--- src/rtl/nelb_pkg.sv ---
`timescale 1ns/1ps
package nelb_pkg;
  localparam int PATH_W = 3;

  typedef enum logic [2:0] {
    S_IDLE, S_WR_EN, S_WAIT_EN, S_ACTIVE, S_WR_DIS, S_WAIT_DIS
  } seqState_t;

  typedef struct packed {
    logic latchPath;
    logic cntClr;
    logic cntRun;
    logic flagPathErr;
    logic flagTimeout;
    logic flagDone;
  } seqStrobe_t;

  function automatic logic pathLegal(input logic [PATH_W-1:0] p, input logic serdes);
    logic ok;
    if (serdes) ok = (p == PATH_W'(0)) || (p == PATH_W'(3)) || (p == PATH_W'(4)) || (p == PATH_W'(5));
    else        ok = (p <= PATH_W'(5));
    return ok;
  endfunction
endpackage

--- src/rtl/nelb_fsm.sv ---
`timescale 1ns/1ps
module nelb_fsm
  import nelb_pkg::*;
(
  input  logic       clk,
  input  logic       rstN,
  input  logic       ltssmLoop,
  input  logic       startReq,
  input  logic       stopReq,
  input  logic       pathOk,
  input  logic       cntExpired,
  input  logic       regWrReady,
  input  logic       phyAck,
  output seqStrobe_t strb,
  output logic       regWrValid,
  output logic       regWrEnable,
  output logic       loopActive
);
  seqState_t state, nextState;

  always_comb begin
    nextState = state;
    strb      = '0;
    case (state)
      S_IDLE: begin
        if (startReq && ltssmLoop) begin
          if (pathOk) begin
            nextState      = S_WR_EN;
            strb.latchPath = 1'b1;
          end else begin
            strb.flagPathErr = 1'b1;
          end
        end
      end
      S_WR_EN: begin
        if (regWrReady) begin
          nextState   = S_WAIT_EN;
          strb.cntClr = 1'b1;
        end
      end
      S_WAIT_EN: begin
        strb.cntRun = 1'b1;
        if (phyAck) begin
          nextState = S_ACTIVE;
        end else if (cntExpired) begin
          nextState        = S_IDLE;
          strb.flagTimeout = 1'b1;
        end
      end
      S_ACTIVE: begin
        if (stopReq || !ltssmLoop) nextState = S_WR_DIS;
      end
      S_WR_DIS: begin
        if (regWrReady) begin
          nextState   = S_WAIT_DIS;
          strb.cntClr = 1'b1;
        end
      end
      S_WAIT_DIS: begin
        strb.cntRun = 1'b1;
        if (phyAck) begin
          nextState     = S_IDLE;
          strb.flagDone = 1'b1;
        end else if (cntExpired) begin
          nextState        = S_IDLE;
          strb.flagTimeout = 1'b1;
        end
      end
      default: nextState = S_IDLE;
    endcase
  end

  always_ff @(posedge clk) begin
    if (!rstN) state <= S_IDLE;
    else       state <= nextState;
  end

  assign regWrValid  = (state == S_WR_EN) || (state == S_WR_DIS);
  assign regWrEnable = (state == S_WR_EN);
  assign loopActive  = (state == S_ACTIVE);

  AST_START_GATED: assert property (@(posedge clk) disable iff (!rstN)
    $rose(regWrValid) && regWrEnable |-> $past(ltssmLoop) && $past(startReq));
  AST_WR_HOLD: assert property (@(posedge clk) disable iff (!rstN)
    regWrValid && !regWrReady |=> regWrValid && $stable(regWrEnable));
  AST_ACT_NEEDS_ACK: assert property (@(posedge clk) disable iff (!rstN)
    $rose(loopActive) |-> $past(phyAck));
  AST_DIS_ON_DROP: assert property (@(posedge clk) disable iff (!rstN)
    loopActive && !ltssmLoop |=> regWrValid && !regWrEnable);
endmodule

--- src/rtl/nelb_dp.sv ---
`timescale 1ns/1ps
module nelb_dp
  import nelb_pkg::*;
#(
  parameter int TO_W = 16
) (
  input  logic              clk,
  input  logic              rstN,
  input  seqStrobe_t        strb,
  input  logic              serdesMode,
  input  logic [TO_W-1:0]   ackLimit,
  input  logic [PATH_W-1:0] pathSel,
  output logic              pathOk,
  output logic              cntExpired,
  output logic [PATH_W-1:0] pathReg,
  output logic              exitDone,
  output logic              errPath,
  output logic              errTimeout
);
  logic [TO_W-1:0] cnt;

  assign pathOk     = pathLegal(pathSel, serdesMode);
  assign cntExpired = (cnt >= ackLimit);

  always_ff @(posedge clk) begin
    if (!rstN) begin
      pathReg <= '0;
    end else if (strb.latchPath) begin
      pathReg <= pathSel;
    end
  end

  always_ff @(posedge clk) begin
    if (!rstN || strb.cntClr) begin
      cnt <= '0;
    end else if (strb.cntRun && !cntExpired) begin
      cnt <= cnt + TO_W'(1);
    end
  end

  always_ff @(posedge clk) begin
    if (!rstN) begin
      exitDone   <= 1'b0;
      errPath    <= 1'b0;
      errTimeout <= 1'b0;
    end else begin
      exitDone   <= strb.flagDone;
      errPath    <= strb.flagPathErr;
      errTimeout <= strb.flagTimeout;
    end
  end

  AST_TO_AT_LIMIT: assert property (@(posedge clk) disable iff (!rstN)
    strb.flagTimeout |-> cnt >= ackLimit);
  AST_PATH_HELD: assert property (@(posedge clk) disable iff (!rstN)
    !strb.latchPath |=> $stable(pathReg));
endmodule

--- src/rtl/nelb_seq.sv ---
`timescale 1ns/1ps
module nelb_seq
  import nelb_pkg::*;
#(
  parameter int TO_W = 16
) (
  input  logic              clk,
  input  logic              rstN,
  input  logic              serdesMode,
  input  logic [TO_W-1:0]   ackLimit,
  input  logic              ltssmLoop,
  input  logic              startReq,
  input  logic              stopReq,
  input  logic [PATH_W-1:0] pathSel,
  output logic              regWrValid,
  output logic              regWrEnable,
  output logic [PATH_W-1:0] regWrPath,
  input  logic              regWrReady,
  input  logic              phyAck,
  output logic              loopActive,
  output logic              exitDone,
  output logic              errPath,
  output logic              errTimeout
);
  seqStrobe_t strb;
  logic       pathOk;
  logic       cntExpired;

  nelb_fsm i_fsm (
    .clk        (clk),
    .rstN       (rstN),
    .ltssmLoop  (ltssmLoop),
    .startReq   (startReq),
    .stopReq    (stopReq),
    .pathOk     (pathOk),
    .cntExpired (cntExpired),
    .regWrReady (regWrReady),
    .phyAck     (phyAck),
    .strb       (strb),
    .regWrValid (regWrValid),
    .regWrEnable(regWrEnable),
    .loopActive (loopActive)
  );

  nelb_dp #(.TO_W(TO_W)) i_dp (
    .clk        (clk),
    .rstN       (rstN),
    .strb       (strb),
    .serdesMode (serdesMode),
    .ackLimit   (ackLimit),
    .pathSel    (pathSel),
    .pathOk     (pathOk),
    .cntExpired (cntExpired),
    .pathReg    (regWrPath),
    .exitDone   (exitDone),
    .errPath    (errPath),
    .errTimeout (errTimeout)
  );

  AST_REFUSE_NO_WRITE: assert property (@(posedge clk) disable iff (!rstN)
    errPath |-> !regWrValid && !loopActive);
  AST_DONE_AFTER_ACK: assert property (@(posedge clk) disable iff (!rstN)
    exitDone |-> $past(phyAck) && !loopActive);
  AST_ONE_FLAG: assert property (@(posedge clk) disable iff (!rstN)
    $onehot0({exitDone, errPath, errTimeout}));
endmodule

--- config.mk ---
export PLATFORM = sky130hd
export DESIGN_NAME = nelb_seq
export DESIGN_NICKNAME = d
export VERILOG_FILES = /design/src/rtl/nelb_pkg.sv /design/src/rtl/nelb_fsm.sv /design/src/rtl/nelb_dp.sv /design/src/rtl/nelb_seq.sv
export SDC_FILE = /design/constraint.sdc
export NUM_CORES = 1
export LEC_CHECK = 0
export BUFFER_PORTS_ARGS = -buffer_cell sky130_fd_sc_hd__buf_2
export CORE_MARGIN = 4
export CORE_UTILIZATION = 42
export CTS_CLUSTER_DIAMETER = 80
export DETAILED_ROUTE_END_ITERATION = 16
export GPL_ROUTABILITY_DRIVEN = 0
export PLACE_DENSITY = 0.64
export REMOVE_ABC_BUFFERS = 1
export SYNTH_ARGS = -nofsm -noshare
export SYNTH_HDL_FRONTEND = slang
export SYNTH_HIERARCHICAL = 1
export SYNTH_SLANG_ARGS = --single-unit
--- constraint.sdc ---
create_clock -name clk -period 2.5 [get_ports clk]
set_input_delay 0.125 -clock clk [delete_from_list [all_inputs] [get_ports clk]]
set_output_delay 0.125 -clock clk [all_outputs]
set_load 0.03 [all_outputs]
Word level (Yosys, flattened, before mapping) --
Index checks and enable logic that the tools add are counted. Widths: inputs -> output; s select.
Cells by class: $lt $le $gt $ge 2, reduce and logical (&&, ||, !) cells 19, multiplexer cells 19, bitwise gates (word level) 2, add/subtract/negate cells 1, equal/unequal tests 13
Operator list (count):
- $mux 3 | 8
- $pmux 3 s6 | 1
- $add 16x1->16 const B | 1
- $ge 16x16->1 | 1
- $eq 3x3->1 const B | 4
- $mux 1 | 10
- $eq 3x2->1 const B | 3
- $ne 2x1->1 const B | 4
- $logic_not 3->1 | 2
- $logic_or 1x1->1 | 6
- $reduce_and 5->1 | 1
- $reduce_or 2->1 | 2
- $eq 3x1->1 const B | 1
- $le 3x3->1 const B | 1
- $logic_not 1->1 | 3
- $reduce_and 3->1 | 1
- $reduce_or 3->1 | 1
- $logic_and 1x1->1 | 2
- $ne 2x2->1 const B | 1
- $not 1->1 | 2
- $reduce_and 2->1 | 1
Storage, ports and cells: input port bits 27, logic and storage cells 62, register bits after elaboration 25

Logic depth before layout (Yosys ltp) --
word-level depth 8, depth in mapped cells 11, mapped depth without buffers 10

By module --
The synthesis kept the hierarchy.
By module, submodules not included:
- nelb_dp | instances 1, cells an instance 190, seq. area each 440.4 sq um, area an instance 1576.5 sq um
- nelb_fsm | instances 1, cells an instance 43, seq. area each 60.1 sq um, area an instance 317.8 sq um

Worst setup path before layout --
Ideal clock, no wire load.
path kind reg2reg, from reg i_dp.cnt[0], to reg i_fsm.state[2], slack 0.205 ns, arrival 2.224 ns, required time 2.428 ns, stages on the path, launching flop included 12, clock period less this slack 2.295 ns, path through dfxtp_1 > inv_1 > ha_1 > nand2b_4 > a2111oi_4 > o32a_1 > clkbuf_1 > nand3_1 > o21a_1 > o21ai_0 > nand2_1 > mux2i_1
On the way: longest elaborated chain between the ends 4
Ends and longest elaborated chain:
- start: declaration | RTL line nelb_dp.sv:20 | logic [TO_W-1:0] cnt;
- start signal: assignment | RTL line nelb_dp.sv:37 | cnt <= cnt + TO_W'(1);
- $ge 16x16->1 (*) | RTL line nelb_dp.sv:23 | assign cntExpired = (cnt >= ackLimit);
- via cntExpired | RTL line nelb_seq.sv:27 | logic cntExpired;
- $mux 3 (*)
- $mux 3, on equally long branches
- $pmux 3 s6 (*)
- end signal: assignment | RTL line nelb_fsm.sv:75 | else state <= nextState;
- end: declaration | RTL line nelb_fsm.sv:19 | seqState_t state, nextState;
Mark *: on every way through the listed nets, which the timed path passes. The rest lies on a longest branch. A chain may end at the register's enable or synchronous reset.

Final worst setup path --
from reg i_dp.cnt[0], to reg i_dp.cnt[14]
On the way: longest elaborated chain between the ends 3
Ends and longest elaborated chain:
- $ge 16x16->1 | RTL line nelb_dp.sv:23
- $logic_not 1->1 | RTL line nelb_dp.sv:36 | end else if (strb.cntRun && !cntExpired) begin
- $logic_and 1x1->1 | RTL line nelb_dp.sv:36
Several ways; a longest one is shown, not always the timed one.

==> summary by stage <==
Timing
Setup repair after global routing left no endpoint under its margin. The final max-slew violation count is 0. The worst-case clock skew is 0.005149 ns. The shortest clock period the worst path allows after layout is roughly 2.3 ns.

The number of endpoints with negative hold slack in the final report is 0. The total of endpoints with negative setup slack in the final report is 0. At the pin with the least slew margin, the transition time is 0.4887 ns. The worst path uses 92.15% of the clock period. The max-slew headroom at the worst pin is 67.30%. Adding up every negative setup slack in the final design gives 0 ns.

The timing-limited maximum frequency is 434.1 MHz.

Setup path
The required time of the critical path is 2.71 ns. The endpoint arrival time on the critical path is 2.51 ns. In this run the critical register-to-register path is launched from i_dp/cnt[0].

The endpoint kind of the worst setup timing path is a flip-flop. Measured in cells, the most critical reg-to-reg path has a length of 8. Of all nets on the critical path, the largest fanout is 21. The critical path in this run is classified as reg -> reg.

STA classifies the critical path startpoint as a flip-flop. The critical path launch point is i_dp/cnt[0]. The endpoint of the lowest-slack register-to-register path is i_dp/cnt[14]. The capture point of the worst path is i_dp/cnt[14]. For flop-to-flop paths, the worst setup slack is 0.20 ns.

Floorplan
The initial utilization of the core area, before any placement, comes to 43.51%. In this run the horizontal extent of the chip is 75.16 um. In this run the count of I/O pins placed on the die edge is 36. The full die area is 0.005649 sq mm.

The number of cell rows is 24. The height of the chip is approximately 75 um. The floorplan step defined a core boundary enclosing about 0.0044 sq mm.

Power and ir drop
IR analysis of the VDD net gives a maximum drop of 0.0002479 V. The total power consumption of the routed design is 1032 uW. The analysis attributes to cell leakage a power of 0.0009787 uW.

The power per cell area is 465.3 mW/mm^2.

Logic synthesis
In this run, synthesis produced a sequential element count of 25. The fraction of registers with async set/reset is 0%. In this run, synthesis inferred 0 flip-flops with an integrated enable. The unique cell type count in the Yosys netlist is 50. Summing every instance area after synthesis gives 0.001894 sq mm. The mean area per synthesized cell is about 8 sq um. The most used flip-flop cell after synthesis is dfxtp_1. Of the synthesized area, sequential elements account for 26.42%. The Yosys step of the flow raised 6 warnings. The cell count after synthesis came out at 233.

Placement
After detailed placement, the total cell area comes to 0.002161 sq mm. The cell total after placement is 320. In this run the tool buffered the top-level ports with 35 buffer cells. Detailed placement finished with a half-perimeter wire length of 3493 um.

GRT
The number of global-route vias before repair is between 1,500 and 2,000. The initial antenna violation count was 0. The leftover overflow at the end of global routing is 0. Entering global routing, the biggest net connects 22 pins. The all-layer global routing usage is 16.53%. The wire length of the first global-routing pass is 7383 um.

Flow run
Across the run, the number of max-cap violations was 0.

Routing
In this run, the number of DRC markers left after iteration 0 of detailed routing was roughly 110. Dividing the detail-routed via count by the number of cells gives 5.623. The mean routed wirelength per cell is 13.80 um. The detailed router placed 1,822 vias in this run. The number of design rule violations left after detail routing is 0.

The number of detailed-route iterations in the first pass is 4. The detail route stage leaves a number of antenna-violating nets equal to 0. The total wire length is 4471 um.

Min path
The path type of the worst min-delay path is in -> reg.

Layout
The filler cells instantiated in the layout total 435. The final net count is 317. The count of placed standard cells in the final layout, fillers left out is 324. The number of antenna cells inserted is 0. The post-synthesis to final-layout area growth is 17.04%. The fraction of final layout cells sized beyond drive strength 1 is about 22%. Once layout is done, the placed cells without fillers occupy 0.002217 sq mm.

Clock network
CTS built an H-tree with a depth of 1. The cell chosen for the clock root is clkbuf_8. Clock-pin slew was measured on the worst setup and hold paths at 0.10 ns.

At the later pin of the worst-skew pair, clock insertion delay measures ~0.27 ns. The quantity of hold-fixing buffers added after cts is 0. The total CTS buffers is 3. CTS saw 25 sinks. After clock tree synthesis, the setup repair step added 0 buffers. Once the clock tree was built, the resizer swapped 0 gates to a different size. TritonCTS built the clock tree.

The largest buffer count on any clock path is 2.

Run status
The run finished with clean final reports.
synthesized netlist by cell type, types with 4 or more instances:
| cell | number | area, sq um |
|---|---|---|
| o211ai_1 | 4 | 30.03 |
| nand2_1 | 17 | 63.81 |
| or4_1 | 9 | 67.56 |
| nor3_1 | 4 | 20.02 |
| nand4_1 | 9 | 56.30 |
| o21ai_1 | 4 | 20.02 |
| and2_1 | 4 | 25.02 |
| nand2b_1 | 8 | 50.05 |
| nor2b_1 | 5 | 31.28 |
| a21oi_1 | 14 | 70.07 |
| inv_1 | 21 | 78.83 |
| nor2_1 | 11 | 41.29 |
| o21ai_0 | 4 | 20.02 |
| o31ai_1 | 7 | 52.55 |
| ha_1 | 17 | 212.7 |
| mux2i_1 | 8 | 80.08 |
| nand3_1 | 13 | 65.06 |
| dfxtp_1 | 25 | 500.5 |
| and4_1 | 4 | 35.03 |
cell usage in the layout (no fill, tap or decap), types with 2 or more instances in the layout:
master | netlist | layout
buf_2 | 2 | 35
dfxtp_1 | 25 | 24
inv_1 | 21 | 21
nand2_1 | 17 | 17
ha_1 | 17 | 17
a21oi_1 | 14 | 14
nand3_1 | 13 | 13
nor2_1 | 11 | 11
buf_4 | 1 | 10
nand4_1 | 9 | 9
or4_1 | 9 | 9
nand2b_1 | 8 | 8
mux2i_1 | 8 | 8
o31ai_1 | 7 | 7
nor2b_1 | 5 | 5
o21ai_0 | 4 | 4
nor3_1 | 4 | 4
and4_1 | 4 | 4
o211ai_1 | 4 | 4
o21ai_1 | 4 | 4
and2_1 | 4 | 4
clkbuf_8 | 0 | 3
o21a_1 | 3 | 3
or3_1 | 3 | 3
nor4_1 | 3 | 3
a21o_1 | 2 | 2
nor4b_1 | 3 | 2
nor3b_1 | 2 | 2
nand3b_1 | 2 | 2
worst max-delay path, cell delays in order (launching register included):
cell and delay, ns:
dfxtp_2 0.37, inv_1 0.07, ha_1 0.26, nand2b_4 0.15
a2111oi_4 0.38, o32ai_2 0.14, buf_4 0.21, or4_1 0.52
a21oi_1 0.14
area by class of cell:
cell class | instances | area, sq um | share of cell area (%)
Clock buffer | 3 | 41.29 | 1.862
Clock inverter | 1 | 7.507 | 0.3386
Inverter | 21 | 78.83 | 3.555
Multi-Input combinational cell | 177 | 1272 | 57.39
Sequential cell | 25 | 501.7 | 22.63
Tap cell | 52 | 65.06 | 2.935
Timing Repair Buffer | 45 | 250.2 | 11.29
registers in the layout (all words and copies together), names as in the netlist:
signal,count
i_dp/cnt,16
i_dp/pathReg,3
i_fsm/state,3
i_dp/errPath,1
i_dp/errTimeout,1
i_dp/exitDone,1
through the flow:
step                setup slack [ns]  hold WS [ns]  util [%]
global placement              0.2330        0.4015     49.63
detailed placement            0.1543        0.4231     49.63
global route                 0.02729        0.1748     50.92
CTS                           0.1480        0.1335     50.75
floorplan                   0.009102        0.2425         -
finish                        0.1963        0.1336     50.92
worst min-delay path by stage:
stage,end,start,slack (ns),depth (start not counted)
2_1_floorplan,i_fsm/state[1],rstN,0.24,1
3_3_place_gp,i_dp/pathReg[0],pathSel[0],0.40,3
3_5_place_dp,i_dp/pathReg[0],pathSel[0],0.42,3
4_1_cts,i_dp/pathReg[0],pathSel[0],0.13,3
5_1_grt,i_dp/pathReg[2],pathSel[2],0.17,3
6_report,i_dp/pathReg[0],pathSel[0],0.13,3
cells by family (layout without fill, tap and decap cells):
| family | count (synthesis) | after routing | synth area share (%) |
|---|---|---|---|
| buf+inv | 31 | 70 | 7.133 |
| flops | 25 | 25 | 26.42 |
| fa+ha+maj | 17 | 17 | 11.23 |
| xor+xnor | 1 | 1 | 0.8589 |
| mux | 8 | 8 | 4.227 |
| compound gates | 49 | 49 | 18.49 |
| simple gates | 102 | 102 | 31.64 |
metal layers:
metal,wire length (um),GRT usage (%),vias to the layer above
met3,142,1.469,6
met2,2149,26.60,38
met1,2125,23.19,844
met4,53,5.631,0
li1,-,-,934
met5,0,0,-
power by group:
part           internal, uW  switching [uW]
sequential              418            19.9
clock                   113             138
combinational           149             194
No activity file was read; power rests on OpenSTA's default activity.
